--- src/rtl/masked_match_unit.sv ---
module masked_match_unit #(
  parameter int W = 58,
  parameter int PAT_SRC = 0,
  parameter int MASK_SRC = 0,
  parameter logic [W-1:0] PATTERN = '0,
  parameter logic [W-1:0] MASK = {{(W-8){1'b0}}, 8'hFF},
  parameter int AUTO_CLR = 0,
  parameter int CLR_PRIO = 0
) (
  input  logic         clk,
  input  logic         rst,
  input  logic         ce_p,
  input  logic [W-1:0] p_d,
  input  logic [W-1:0] c_in,
  output logic [W-1:0] p_q,
  output logic         match,
  output logic         match_inv,
  output logic         ovf,
  output logic         unf
);
  logic [W-1:0] pat, msk;
  logic hist_m, hist_b, clr, load, hit, hit_inv;

  generate
    if (PAT_SRC == 1) begin : g_pat_c
      assign pat = c_in;
    end else begin : g_pat_k
      assign pat = PATTERN;
    end

    if (MASK_SRC == 1) begin : g_msk_c
      assign msk = c_in;
    end else if (MASK_SRC == 2) begin : g_msk_r1
      assign msk = {~c_in[W-2:0], 1'b0};
    end else if (MASK_SRC == 3) begin : g_msk_r2
      assign msk = {~c_in[W-3:0], 2'b00};
    end else begin : g_msk_k
      assign msk = MASK;
    end

    if (AUTO_CLR == 0) begin : g_noclr
      assign clr = rst;
    end else if (CLR_PRIO == 0) begin : g_clr_rst
      assign clr = rst | match;
    end else begin : g_clr_ce
      assign clr = rst | (match & ce_p);
    end
  endgenerate

  assign hit     = ((p_d ^ pat) & ~msk) == '0;
  assign hit_inv = ((p_d ^ ~pat) & ~msk) == '0;
  assign load    = ce_p & ~clr;

  always_ff @(posedge clk) begin
    if (clr) begin
      p_q       <= '0;
      match     <= 1'b0;
      match_inv <= 1'b0;
      hist_m    <= 1'b0;
      hist_b    <= 1'b0;
    end else if (load) begin
      p_q       <= p_d;
      match     <= hit;
      match_inv <= hit_inv;
      hist_m    <= match;
      hist_b    <= match_inv;
    end
  end

  assign ovf = hist_m & ~match;
  assign unf = hist_b & ~match_inv;
endmodule

--- config.mk ---
export PLATFORM = sky130hd
export DESIGN_NAME = masked_match_unit
export DESIGN_NICKNAME = d
export VERILOG_FILES = /design/src/rtl/masked_match_unit.sv
export SDC_FILE = /design/constraint.sdc
export NUM_CORES = 1
export LEC_CHECK = 0
export BUFFER_PORTS_ARGS = -buffer_cell sky130_fd_sc_hd__buf_2
export CAP_MARGIN = 25
export CELL_PAD_IN_SITES_DETAIL_PLACEMENT = 1
export CELL_PAD_IN_SITES_GLOBAL_PLACEMENT = 1
export CORE_MARGIN = 2
export CORE_UTILIZATION = 25
export CTS_CLUSTER_SIZE = 16
export DETAILED_ROUTE_END_ITERATION = 10
export GPL_TIMING_DRIVEN = 0
export HOLD_SLACK_MARGIN = 0.12
export PLACE_DENSITY_LB_ADDON = 0.2
export SLEW_MARGIN = 10
export SYNTH_ARGS = -nofsm -noshare
export SYNTH_HDL_FRONTEND = slang
export SYNTH_SLANG_ARGS = --single-unit
export TNS_END_PERCENT = 50
--- constraint.sdc ---
create_clock -name clk -period 1.1 [get_ports clk]
set_input_delay 0.055 -clock clk [delete_from_list [all_inputs] [get_ports clk]]
set_output_delay 0.055 -clock clk [all_outputs]
set_load 0.02 [all_outputs]
# After elaboration in Yosys (flattened, before gate mapping)
# Cells that the tools add are included.
# classes
bitwise	7
n_reduce_logical	2
# op_table
operator	count
logical NOT 58 bit	2
inverter 58 bit	1
bitwise AND 1 bit	3
inverter 1 bit	3
# totals
in_bits	119
out_inout_bits	62
ff_bits	62
word_cells	14

# Depth between registers and ports, before layout
# logic_depth
word_depth	2
mapped_depth	4
ltp_nobuf	3

# Least setup slack after synthesis
# OpenSTA, ideal clock, no wires.
# synth_path
path_kind	in2reg
from	in p_d[43]
to	reg match_inv
n_path_buf	0
setup_time_ns	0.096
cell_stages	3
slack_ns	0.044
required_ns	1.004
arrival_time_ns	0.961
cell_sequence	nand4_1 -> or4_1 -> o41ai_2
# synth_between
elab_chain_cells	2
# synth_rtl
item	line_no	text
start, declared	13	input logic [W-1:0] p_d,
inverter 58 bit (no line)	--	
logical NOT 58 bit	51	assign hit_inv = ((p_d ^ ~pat) & ~msk) == '0;
end signal, assigned	64	match_inv <= hit_inv;
end, declared	17	output logic match_inv,
# No other way between the ends.
# A chain may end at the register's enable or synchronous reset.

# Worst setup path after layout
# layout_path
from	reg hist_m
to	out ovf
# layout_between
elab_chain_cells	1
# layout_rtl
item	line_no	text
start, declared	22	logic hist_m, hist_b, clr, load, hit, hit_inv;
start signal, assigned	65	hist_m <= match;
bitwise AND 1 bit	70	assign ovf = hist_m & ~match;
end, declared	18	output logic ovf,
# No other way between the ends.

==> flow_summary.json <==
{
  "core_area_um2": 9284,
  "grt_pass1_wl_mm": 11.50,
  "placed_area_um2": 3157,
  "power_leakage_nw": 1.895,
  "met2_usage": 0.2540,
  "synth_top_area_cell": "dfxtp_1",
  "cts_made_buffers": 9,
  "r2r_end": "p_q[49]",
  "clock_latency_ns": 0.32,
  "fp.dieArea_um2": 10380,
  "io-pin-count": 181,
  "port_buffers": 120,
  "regToRegStartpoint": "p_q[49]",
  "ys_ff_latch": 62,
  "grt_start_max_net_pins": 11,
  "cp-end-kind": "output pin",
  "drt_wl_total_mm": 7.822,
  "rrSetupSlack_ns": 0.41,
  "combPwrFrac": 0.172,
  "clkTransAtPathRegs_ns": 0.07,
  "fin_crit_sh": 0.9260,
  "drc": 0,
  "clock_skew_ns": 0.0007928,
  "synth_area_per_cell_um2": 10.10,
  "synthArstFlopShare": 0,
  "whs_ns": -0.005555,
  "die_h_um": 101.9,
  "sw_frac_of_total": 0.2687,
  "busiest_layer": "met2",
  "drt_first_pass_iters": 4,
  "violations": "hold timing",
  "rows": 35,
  "diodes": 0,
  "synth_area_leaders": "dfxtp_1 (52%), mux2i_1 (25%), nor2_1 (9.7%)",
  "post_cts_buffers": 0,
  "holdPathStages": 3,
  "grt_pass1_vias": 2333,
  "hp-start": "p_d[36]",
  "cpPeakStageDelay_ns": 0.33,
  "fmax_mhz": 981.7,
  "fin_cells": 550,
  "use_met1": 0.1761,
  "setup_viol": 0,
  "cp_top_family": "flip-flops",
  "drive_above_1_share": 0.3397,
  "synth_edf_count": 0,
  "globalRouteOverflowTotal": 0,
  "critPathKind": "reg -> out",
  "yosys.area.top_type_share": 0.5183,
  "cts_root_buf": "clkbuf_8",
  "yosysUniqueCellTypes": 16,
  "reg2reg_depth": 2,
  "drv_cap": 0,
  "design_area_um2": 3844,
  "syn_to_final_growth_pct": 60.50,
  "cts_buffer_depth": 2,
  "worstPathArrival_ns": 0.96,
  "vdd_ir_drop_max_mv": 0.4481,
  "crit_chain": "nor2b_2 > buf_4",
  "finalMaxSlewViolations": 0,
  "period_needed_ns": 1.019,
  "cp.required_ns": 1.04,
  "synthCells": 237,
  "wire_per_inst_um": 14.22,
  "total_power_mw": 5.304,
  "p_per_area_nw_per_um2": 1380,
  "vias": 2430,
  "synth-main-ff-cell": "dfxtp_1",
  "drtIter0Drc": 28,
  "min_to": "p_q[36]",
  "htreeDepth": 3,
  "worstMarginPinSlew_ns": 0.4962,
  "start_util": 0.2580,
  "critPathBufInv": 1,
  "cts_sinks": 62,
  "cts_tree": "yes",
  "antenna_left": 0,
  "synth_area_um2": 2395,
  "outcome": "finished, violations left",
  "track_usage": 0.1449,
  "crit_fanout": 2,
  "globalplace.congestion": 0.7445,
  "yosys_warnings": 0,
  "finalHoldViolCount": 3,
  "die_w_um": 101.9,
  "dpl.hpwl_mm": 5.504,
  "ys_seq_area_frac": 0.5183,
  "switchingPower_mw": 1.425,
  "via_per_inst": 4.418,
  "seqPwrFrac": 0.458,
  "hold_path.class": "in -> reg",
  "p_clk_frac": 0.370,
  "gr-usage-met3": 0.02326,
  "synth_nets": 356,
  "crit_path_start_kind": "register",
  "synth_top_cells_by_count": "dfxtp_1 (62), nor2_1 (62), mux2i_1 (60)",
  "internal_power_mw": 3.879,
  "slew_headroom": 0.6692,
  "rsz0062_at_grt": "false",
  "nets": 536,
  "antenna_found_initial": 0,
  "place_inst": 486,
  "crit_slowest_cell": "dfxtp_1"
}
-- per-stage QoR --
stage | setup TNS, ns | setup slack, ns | utilization
finish | 0 | 0.08137 | 0.4140
CTS | 0 | 0.02048 | 0.3852
detailed placement | -6.905 | -0.1889 | 0.3400
floorplan | 0 | 0.04379 | -
global placement | -7.046 | -0.1924 | 0.3400
global route | 0 | 0.002451 | 0.4140
-- routing by layer --
metal  vias to the layer above  part of all wire
li1                       1193                 -
met1                      1165              0.42
met2                        63              0.51
met3                         9             0.048
met4                         0             0.014
met5                         -                 0
-- worst register-to-register path, delay by kind of cell (launching register included) --
kind / cells / cell delay (ns)
mux: 1 / 0.18
flops: 1 / 0.33
simple gates: 1 / 0.06
-- sequential cells by signal, indices dropped and copies added, names as in the netlist --
signal / cells
p_q: 58
hist_m: 1
match: 1
hist_b: 1
match_inv: 1
-- final cells by class --
type	instances	area (um2)
Sequential cell	62	1241
Clock buffer	11	141.4
Buffer	14	60.06
Tap cell	129	161.4
Clock inverter	4	47.55
Multi-Input combinational cell	161	1096
Timing Repair Buffer	169	1096
Fill cell	1139	5440
-- power groups by stage --
stage / Sequential [mW] / Clock, mW / Combinational [mW]
after floorplan: 2.63 / 0 / 0.275
after global placement: 2.48 / 0 / 0.775
after detailed placement: 2.48 / 0 / 0.786
after CTS: 2.43 / 2.05 / 0.849
after global routing: 2.45 / 2.15 / 1.00
final: 2.43 / 1.96 / 0.911
-- repair_timing --
item	in CTS	in global routing
hold buffers	23	26
setup endpoints to repair	0	2
gates resized for setup	0	3
hold endpoints to repair	60	36
-- placed cells by master (no fill, tap or decap) --
cell,instances
nand3_1,2
nor4_1,12
or4_1,2
nor2_1,62
clkinvlp_4,1
clkinv_2,2
nor2b_2,1
nor2b_1,2
or3_1,1
clkbuf_1,9
nand4_2,1
nand4_1,13
buf_4,2
dlygate4sd3_1,49
bufinv_16,1
and4_1,1
nand2_1,2
o41ai_1,1
o41ai_2,1
clkbuf_8,10
dfxtp_1,62
buf_2,124
mux2i_1,60
-- how the worst max path moves through the flow --
stage | startpoint | to | depth (start not counted)
final | hist_m | ovf | 2
after global routing | hist_b | unf | 2
after CTS | match | ovf | 2
after detailed placement | p_d[47] | match_inv | 4
after global placement | p_d[47] | match_inv | 4
after floorplan | p_d[43] | match_inv | 3
-- logic make-up after synthesis --
| logic type | Yosys count | share of synthesized area |
|---|---|---|
| AO/OA/AOI/OAI | 2 | 0.01045 |
| flip-flops | 62 | 0.5183 |
| AND/OR/NAND/NOR | 99 | 0.1954 |
| buffers and inverters | 14 | 0.02508 |
| multiplexers | 60 | 0.2508 |
Power figures use the tool's default switching activity.
